===== config.mk =====
export PLATFORM = sky130hd
export DESIGN_NAME = rtr_top
export DESIGN_NICKNAME = d
export VERILOG_FILES = /design/src/rtl/rtr_pkg.sv /design/src/rtl/rtr_tag_fifo.sv /design/src/rtl/rtr_beat_ctrl.sv /design/src/rtl/rtr_valid_decode.sv /design/src/rtl/rtr_top.sv
export SDC_FILE = /design/constraint.sdc
export NUM_CORES = 1
export LEC_CHECK = 0
export CORE_UTILIZATION = 55
export CTS_CLUSTER_SIZE = 8
export DETAILED_ROUTE_END_ITERATION = 10
export DONT_BUFFER_PORTS = 1
export MAX_ROUTING_LAYER = met4
export PLACE_DENSITY = 0.71
export SLEW_MARGIN = 20
export SYNTH_ARGS = -nofsm -noshare
export SYNTH_HDL_FRONTEND = slang
export SYNTH_SLANG_ARGS = --single-unit
export TNS_END_PERCENT = 30

===== constraint.sdc =====
create_clock -name clk -period 2.66 [get_ports clk]
set_input_delay 0.532 -clock clk [delete_from_list [all_inputs] [get_ports clk]]
set_output_delay 0.532 -clock clk [all_outputs]
set_load 0.1 [all_outputs]

===== src/rtl/rtr_pkg.sv =====
package rtr_pkg;

    typedef enum logic [1:0] {
        S_IDLE = 2'd0,
        S_HEAD = 2'd1,
        S_MID  = 2'd2
    } rtr_state_e;

endpackage


===== src/rtl/rtr_tag_fifo.sv =====
module rtr_tag_fifo #(
    parameter int ID_W  = 3,
    parameter int LEN_W = 4,
    parameter int DEPTH = 4
) (
    input  logic             clk,
    input  logic             rst_n,
    input  logic             push,
    input  logic [ID_W-1:0]  push_id,
    input  logic [LEN_W-1:0] push_len,
    input  logic             pop,
    output logic [ID_W-1:0]  head_id,
    output logic [LEN_W-1:0] head_len,
    output logic             empty,
    output logic             full,
    output logic             single
);

    localparam int PTR_W = (DEPTH > 1) ? $clog2(DEPTH) : 1;
    localparam int CNT_W = $clog2(DEPTH + 1);
    localparam logic [PTR_W-1:0] LAST_PTR = PTR_W'(DEPTH - 1);
    localparam logic [CNT_W-1:0] FULL_CNT = CNT_W'(DEPTH);

    logic [PTR_W-1:0] wr_ptr;
    logic [PTR_W-1:0] rd_ptr;
    logic [CNT_W-1:0] count;
    logic [ID_W-1:0]  id_mem  [DEPTH];
    logic [LEN_W-1:0] len_mem [DEPTH];

    genvar gi;
    generate
        for (gi = 0; gi < DEPTH; gi++) begin : g_entry
            always_ff @(posedge clk) begin
                if (push && (wr_ptr == PTR_W'(gi))) begin
                    id_mem[gi]  <= push_id;
                    len_mem[gi] <= push_len;
                end
            end
        end
    endgenerate

    always_ff @(posedge clk or negedge rst_n) begin
        if (!rst_n) begin
            wr_ptr <= '0;
            rd_ptr <= '0;
            count  <= '0;
        end else begin
            if (push) begin
                wr_ptr <= (wr_ptr == LAST_PTR) ? '0 : wr_ptr + 1'b1;
            end
            if (pop) begin
                rd_ptr <= (rd_ptr == LAST_PTR) ? '0 : rd_ptr + 1'b1;
            end
            case ({push, pop})
                2'b10:   count <= count + 1'b1;
                2'b01:   count <= count - 1'b1;
                default: count <= count;
            endcase
        end
    end

    assign head_id  = id_mem[rd_ptr];
    assign head_len = len_mem[rd_ptr];
    assign empty    = (count == '0);
    assign full     = (count == FULL_CNT);
    assign single   = (count == CNT_W'(1));

    // never more tags than storage
    a_r1_count_bound: assert property (@(posedge clk) disable iff (!rst_n)
        count <= FULL_CNT);

    // retiring a tag requires one to be held
    a_r4_pop_nonempty: assert property (@(posedge clk) disable iff (!rst_n)
        pop |-> (count != '0));

endmodule


===== src/rtl/rtr_beat_ctrl.sv =====
module rtr_beat_ctrl
    import rtr_pkg::*;
#(
    parameter int LEN_W = 4
) (
    input  logic             clk,
    input  logic             rst_n,
    input  logic             beat,
    input  logic             push,
    input  logic             empty,
    input  logic             single,
    input  logic [LEN_W-1:0] head_len,
    output logic             route_en,
    output logic             pop,
    output logic             err_orphan
);

    rtr_state_e       state;
    rtr_state_e       state_nxt;
    logic [LEN_W-1:0] beat_cnt;
    logic             err_q;
    logic             last_beat;

    always_ff @(posedge clk or negedge rst_n) begin
        if (!rst_n) begin
            state    <= S_IDLE;
            beat_cnt <= '0;
            err_q    <= 1'b0;
        end else begin
            state <= state_nxt;
            if (last_beat) begin
                beat_cnt <= '0;
            end else if (route_en) begin
                beat_cnt <= beat_cnt + 1'b1;
            end
            if (beat && (state == S_IDLE)) begin
                err_q <= 1'b1;
            end
        end
    end

    always_comb begin
        route_en  = 1'b0;
        last_beat = 1'b0;
        state_nxt = state;
        unique case (state)
            S_IDLE: begin
                if (push) begin
                    state_nxt = S_HEAD;
                end
            end
            S_HEAD, S_MID: begin
                route_en  = beat;
                last_beat = beat && (beat_cnt == head_len);
                if (last_beat) begin
                    state_nxt = (single && !push) ? S_IDLE : S_HEAD;
                end else if (beat) begin
                    state_nxt = S_MID;
                end
            end
            default: state_nxt = S_IDLE;
        endcase
    end

    assign pop        = last_beat;
    assign err_orphan = err_q;

    // state machine view of the head agrees with the tag queue
    a_r5_idle_matches_queue: assert property (@(posedge clk) disable iff (!rst_n)
        (state == S_IDLE) == empty);

    // a fresh head has received no beats
    a_r4_head_starts_at_zero: assert property (@(posedge clk) disable iff (!rst_n)
        (state == S_HEAD) |-> (beat_cnt == '0));

    // the beat count stays within the head burst
    a_r4_cnt_in_burst: assert property (@(posedge clk) disable iff (!rst_n)
        (state != S_IDLE) |-> (beat_cnt <= head_len));

    // error flag is sticky
    a_r7_err_sticky: assert property (@(posedge clk) disable iff (!rst_n)
        err_orphan |=> err_orphan);

endmodule


===== src/rtl/rtr_valid_decode.sv =====
module rtr_valid_decode #(
    parameter int NUM_CLIENTS = 5,
    parameter int ID_W        = 3
) (
    input  logic                   en,
    input  logic [ID_W-1:0]        id,
    output logic [NUM_CLIENTS-1:0] vld
);

    genvar gc;
    generate
        for (gc = 0; gc < NUM_CLIENTS; gc++) begin : g_client
            assign vld[gc] = en && (id == ID_W'(gc));
        end
    endgenerate

endmodule


===== src/rtl/rtr_top.sv =====
module rtr_top #(
    parameter int NUM_CLIENTS = 5,
    parameter int DATA_W      = 32,
    parameter int LEN_W       = 4,
    parameter int DEPTH       = 4,
    parameter int ID_W        = (NUM_CLIENTS > 1) ? $clog2(NUM_CLIENTS) : 1
) (
    input  logic                   clk,
    input  logic                   rst_n,
    input  logic                   iss_valid,
    input  logic [ID_W-1:0]        iss_client,
    input  logic [LEN_W-1:0]       iss_len,
    output logic                   iss_ready,
    input  logic                   ret_valid,
    input  logic [DATA_W-1:0]      ret_data,
    output logic [DATA_W-1:0]      bc_data,
    output logic [NUM_CLIENTS-1:0] bc_valid,
    output logic                   err_orphan
);

    logic             push;
    logic             pop;
    logic             empty;
    logic             full;
    logic             single;
    logic             route_en;
    logic [ID_W-1:0]  head_id;
    logic [LEN_W-1:0] head_len;

    assign push      = iss_valid && !full;
    assign iss_ready = !full;
    assign bc_data   = ret_data;

    rtr_tag_fifo #(
        .ID_W  (ID_W),
        .LEN_W (LEN_W),
        .DEPTH (DEPTH)
    ) u_fifo (
        .clk      (clk),
        .rst_n    (rst_n),
        .push     (push),
        .push_id  (iss_client),
        .push_len (iss_len),
        .pop      (pop),
        .head_id  (head_id),
        .head_len (head_len),
        .empty    (empty),
        .full     (full),
        .single   (single)
    );

    rtr_beat_ctrl #(
        .LEN_W (LEN_W)
    ) u_ctrl (
        .clk        (clk),
        .rst_n      (rst_n),
        .beat       (ret_valid),
        .push       (push),
        .empty      (empty),
        .single     (single),
        .head_len   (head_len),
        .route_en   (route_en),
        .pop        (pop),
        .err_orphan (err_orphan)
    );

    rtr_valid_decode #(
        .NUM_CLIENTS (NUM_CLIENTS),
        .ID_W        (ID_W)
    ) u_dec (
        .en  (route_en),
        .id  (head_id),
        .vld (bc_valid)
    );

    // a strobe only accompanies a returning beat
    a_r3_valid_needs_beat: assert property (@(posedge clk) disable iff (!rst_n)
        (|bc_valid) |-> ret_valid);

    // no strobe while the tag queue is empty
    a_r3_quiet_when_empty: assert property (@(posedge clk) disable iff (!rst_n)
        empty |-> (bc_valid == '0));

    // at most one client strobed per beat
    a_r3_single_owner: assert property (@(posedge clk) disable iff (!rst_n)
        $onehot0(bc_valid));

    // an unowned beat raises the flag on the next cycle
    a_r7_orphan_flags: assert property (@(posedge clk) disable iff (!rst_n)
        (ret_valid && empty) |=> err_orphan);

endmodule


After elaboration in Yosys (flattened, before gate mapping)
Memory sizes are Yosys's and may differ from the RTL's.
Index checks and enable logic that the tools add are counted.
W data, S select, Z words.
{"block": "totals", "regBits": 14, "latch_bits": 0, "mem_bits_rw": 28, "mem_count": 2, "romBits": 0}
{"block": "op_classes", "n_lt_le_gt_ge": 0, "n_eq_ne": 17, "n_mul": 0, "div": 0, "reduce_logical": 28, "muxes": 38, "n_bitwise": 0, "shifts": 0, "addsub": 5}
{"memory": "u_fifo.len_mem", "depth": 4, "width": 4, "read_ports": 1, "rd_ports_with_merged_regs": 0, "write_ports": 1, "line": "rtr_tag_fifo.sv:28", "rtl": "logic [LEN_W-1:0] len_mem [DEPTH];"}
{"memory": "u_fifo.id_mem", "depth": 4, "width": 3, "read_ports": 1, "rd_ports_with_merged_regs": 0, "write_ports": 1, "line": "rtr_tag_fifo.sv:27", "rtl": "logic [ID_W-1:0] id_mem [DEPTH];"}
{"operator": "$mux W2", "n": 11}
{"operator": "$mux W4", "n": 5}
{"operator": "$mux W1", "n": 17}
{"operator": "$logic_and A1 B1 Y1", "n": 13}
{"operator": "$reduce_or A4 Y1", "n": 3}
{"operator": "$eq A2 B2 Y1 const B", "n": 5}
{"operator": "$mux W3", "n": 3}
{"operator": "$reduce_or A3 Y1", "n": 3}
{"operator": "$eq A2 B1 Y1 const B", "n": 3}
{"operator": "$eq A3 B1 Y1 const B", "n": 2}
{"operator": "$eq A3 B2 Y1 const B", "n": 2}
{"operator": "$eq A3 B3 Y1 const B", "n": 2}
{"operator": "$pmux W3 S2", "n": 1}
{"operator": "$add A2 B1 Y2 const B", "n": 2}
{"operator": "$add A4 B1 Y4 const B", "n": 1}
{"operator": "$eq A4 B4 Y1", "n": 1}
{"operator": "$logic_not A2 Y1", "n": 2}
{"operator": "$pmux W2 S2", "n": 1}
{"operator": "$reduce_bool A2 Y1", "n": 2}
{"operator": "$add A3 B1 Y3 const B", "n": 1}
{"operator": "$logic_not A3 Y1", "n": 1}
{"operator": "$ne A3 B2 Y1 const B", "n": 1}
{"operator": "$sub A3 B1 Y3 const B", "n": 1}
{"operator": "$logic_not A1 Y1", "n": 2}
{"operator": "3 further kinds", "n": 3}

Longest topological paths before layout
{"block": "logic_depth", "depth_word": 10, "depth_mapped": 10}

Cells and area by module
From an unflattened synthesis, not the netlist that was laid out.
{"block": "unflattened", "cells_unflattened": 164, "area_unflattened_um2": 2214.6}
{"module": "rtr_tag_fifo", "area_per_inst_um2": 1472.7, "n_inst": 1, "cells_per_inst": 80}
{"module": "rtr_beat_ctrl", "area_per_inst_um2": 427.9, "n_inst": 1, "cells_per_inst": 45}
{"module": "rtr_top", "area_per_inst_um2": 250.2, "n_inst": 1, "cells_per_inst": 34}
{"module": "rtr_valid_decode", "area_per_inst_um2": 63.8, "n_inst": 1, "cells_per_inst": 5}

Least setup slack after synthesis
OpenSTA, ideal clock, no wires.
{"block": "synth_path", "kind": "flip-flop to output port", "start": "register u_fifo.rd_ptr[0]", "end": "output port bc_valid[2]", "setup_slack_ns": -2.218, "stages_incl_launch_ff": 4, "t_arrival_ns": 4.346, "cell_sequence": "dfrtp_1 buf_6 mux4_1 nor4b_1"}
{"block": "synth_via", "elab_chain_cells": 3}
{"item": "start: declaration", "line": "rtr_tag_fifo.sv:25", "rtl": "logic [PTR_W-1:0] rd_ptr;"}
{"item": "start signal: assignment", "line": "rtr_tag_fifo.sv:52", "rtl": "rd_ptr <= (rd_ptr == LAST_PTR) ? '0 : rd_ptr + 1'b1;"}
{"item": "$mem_v2 Z4 W3"}
{"item": "$eq A3 B2 Y1", "line": "rtr_valid_decode.sv:13", "rtl": "assign vld[gc] = en && (id == ID_W'(gc));"}
{"item": "$logic_and A1 B1 Y1", "line": "rtr_valid_decode.sv:13"}
{"item": "end: declaration", "line": "rtr_top.sv:17", "rtl": "output logic [NUM_CLIENTS-1:0] bc_valid,"}
Every way passes these cells.

Final worst setup path
Ends and elaborated chain as after synthesis.

==> metrics.md <==
| Metric | Value |
|---|---|
| CTS tree | built |
| Pre-CTS setup slack | approximately 0.042 ns |
| Vias per cell | 5.705 |
| Diode count | 0 |
| Worst-Margin Slew | approximately 0.92 ns |
| Setup crit start | u_fifo.rd_ptr[0] |
| Relative slew slack | between 30% and 40% |
| DP HPWL | 2865 µm |
| Commonest cells post-synth | buf_4 (32), edfxtp_1 (28), dfrtp_1 (14), ha_1 (13), inv_1 (13) |
| Site row count | 22 |
| Crit-path max FO | 7 |
| Yosys warns | 0 |
| Multi-input logic area | a little under 800 µm² |
| DRT Pass-1 Iters | 4 |
| Setup_tns | 0 ns |
| Num CTS Buffers | 5 |
| Syn Inst Count | approximately 180 |
| FMAX | 391.7 MHz |
| Vias | around 1200 |
| DRT iter0 DRCs | slightly below 70 |
| Worst vdd ir | ~0.00036 V |
| Unrepaired setup endpoints after global routing | false |
| Max_cap viols | 0 |
| CTS max path bufs | 2 |
| Average size of a mapped cell | approximately 13 µm² |
| Largest net degree at the start of global routing | 15 |
| Sequential fraction of the synthesis area | around 53% |
| Vias in the first global route | ~1200 |
| Die area | about 4400 µm² |
| Tot Pwr | ~1100 µW |
| Final Skew | around 0.0033 ns |
| GP Congestion | roughly 0.78 |
| Pwr dens | ~470 nW/µm² |
| Initial antenna violation count | 0 |
| Tmin final | 2.553 ns |
| Clk slew on worst S/H paths | 0.08 ns |
| Max Slew Vio Count | 0 |
| Clock Latency Late Sink | ~0.29 ns |
| Leak Pwr | roughly 0.00088 µW |
| Yosys top cell area share | between 30% and 40% |
| Register area | ~1200 µm² |
| Syn-to-layout area delta | 2.828% |
| Final net count | roughly 210 |
| Crit Path Class | flop to output port |
| H-tree levels | 2 |
| Die Span Y | between 60 and 70 µm |
| Final period util | a little over nine tenths |
| Global route overflow | 0 |
| Routed Wire Length | around 3700 µm |
| Number of flops mapped to enable cells by yosys | 28 |
| Post-synth cell types | 32 |
| Total setup buffers inserted after CTS | 0 |
| Synthesized cell area | 2256 µm² |
| Status | complete, no violations |
| Final Setup Violations | 0 |
| Total GRT Usage | around a fifth |
| R2R Path End | u_fifo.count[2] |
| Worst EP arrival | around 2 ns |
| CTS sink cnt | 42 |
| Top cells by area, synth | edfxtp_1 (37%), dfrtp_1 (16%), buf_4 (11%), ha_1 (7.2%), mux4_1 (5.8%) |
| Core Area | ~3800 µm² |
| Primary FF master, synth | edfxtp_1 |
| First-pass GRT wire length | 5720 µm |
| Fill cell total of the finished layout | slightly below 300 |
| # DRC | 0 |
| I/O Pins | just over 80 |
| R2R depth | 10 |
| Routed wl met2 | roughly 1800 µm |
| Final Hold Viols | 0 |
| Yosys top cell by area | edfxtp_1 |
| Hold Crit Class | input port to flop |
| Worst endpoint required time | 2.13 ns |
| Clock root buffer | clkbuf_8 |
| Share of flip-flops with an asynchronous set or reset | 33.33% |
| Setup slack, reg-to-reg | approximately 0.16 ns |
| Chip width | approximately 66 µm |
| Reg2reg start | u_fifo.rd_ptr[0] |
| DRT met1 WL | approximately 1500 µm |
| Setup crit end kind | output port |
| Crit path to | bc_valid[2] |
| Port Buf Inserts | 0 |
| Starting density of the core | 59.39% |
| Avg WL per Cell | ~18 µm |
| Most common cell in the netlist | buf_4 |
| Mapped Nets | roughly 230 |
| CP Launch Type | flop |
| Register bit total from synthesis | 42 |
| Routed met3 length | ~290 µm |
| Final Core Density | between 60% and 70% |
| Highest metal used | met4 |
| Worst setup margin | about 0.11 ns |
| Post-route ant nets | 0 |
| Layout cells sized above 1 | between 10% and 20% |
| Worst hold slack | about 0.33 ns |
## placed cells by master, fill, tap and decap left out, types with 3 or more instances in the layout
master    count
clkbuf_8      5
dfrtp_1      13
xnor2_1       6
and3_1        5
buf_12        5
a21oi_1       3
buf_4         3
nand2_1      10
edfxtp_1     28
o21ai_0       8
ha_1         13
nand3_1       5
inv_1        13
mux2i_1       5
mux4_2        3
mux4_1        3
nor2_1        5
## routing by layer
layer  vias up  track usage, %
met4         0           13.30
li1        555               -
met1       560           21.95
met5         -               -
met2        37           29.85
met3        29           5.000
## power by group
group / switching (µW) / internal [µW]
combinational: 4.49 / 1.82
clock: 213 / 184
sequential: 0.000000000000579 / 697
## logic make-up after synthesis
family | share of synthesized area [%]
flops | 52.80
xor+xnor | 2.329
simple gates | 8.930
fa+ha+maj | 7.210
buf+inv | 13.70
compound gates | 4.658
mux | 10.37
## worst max-delay path: stages, from the launching register on
cell	delay, ns
dfrtp_2	0.49
mux4_2	0.65
nor4b_4	0.37
buf_12	0.21
## state kept, by name (all words and copies together), names as in the netlist
name               flops
u_ctrl.beat_cnt        4
u_ctrl.err_orphan      1
u_ctrl.state           2
u_fifo.count           3
u_fifo.id_mem         12
u_fifo.len_mem        16
u_fifo.rd_ptr          2
u_fifo.wr_ptr          2
## cell type report
type | count | share of cell area (%)
multi-input combinational | 87 | 34.30
clock buffer | 5 | 2.967
sequential | 42 | 51.40
tap | 48 | 2.589
clock inverter | 3 | 0.9169
inverter | 13 | 2.104
timing repair buffer | 9 | 5.717
## how the worst min path moves through the flow
stage / from / to / cells after the start
4_1_cts: iss_len[3] / u_fifo.len_mem[3][3] / 0
5_1_grt: iss_len[1] / u_fifo.len_mem[3][1] / 0
2_1_floorplan: rst_n / u_ctrl.beat_cnt[0] / 0
3_5_place_dp: rst_n / u_fifo.count[2] / 0
3_3_place_gp: rst_n / u_fifo.count[2] / 0
6_report: iss_client[1] / u_fifo.id_mem[0][1] / 0
## per-stage QoR
step / cells / area, µm²
final: 207 / 2320
after global placement: 198 / 2218
after detailed placement: 198 / 2218
after CTS: 207 / 2320
after global routing: 207 / 2320
after floorplan: 177 / 2296
## timing repair
item                                    in CTS  in global routing
gates resized for setup                      1                  0
hold buffers                                 1                  0
endpoints found under the hold margin       14                  0
endpoints found under the setup margin       3                  0
(Power assumes the default switching activity.)
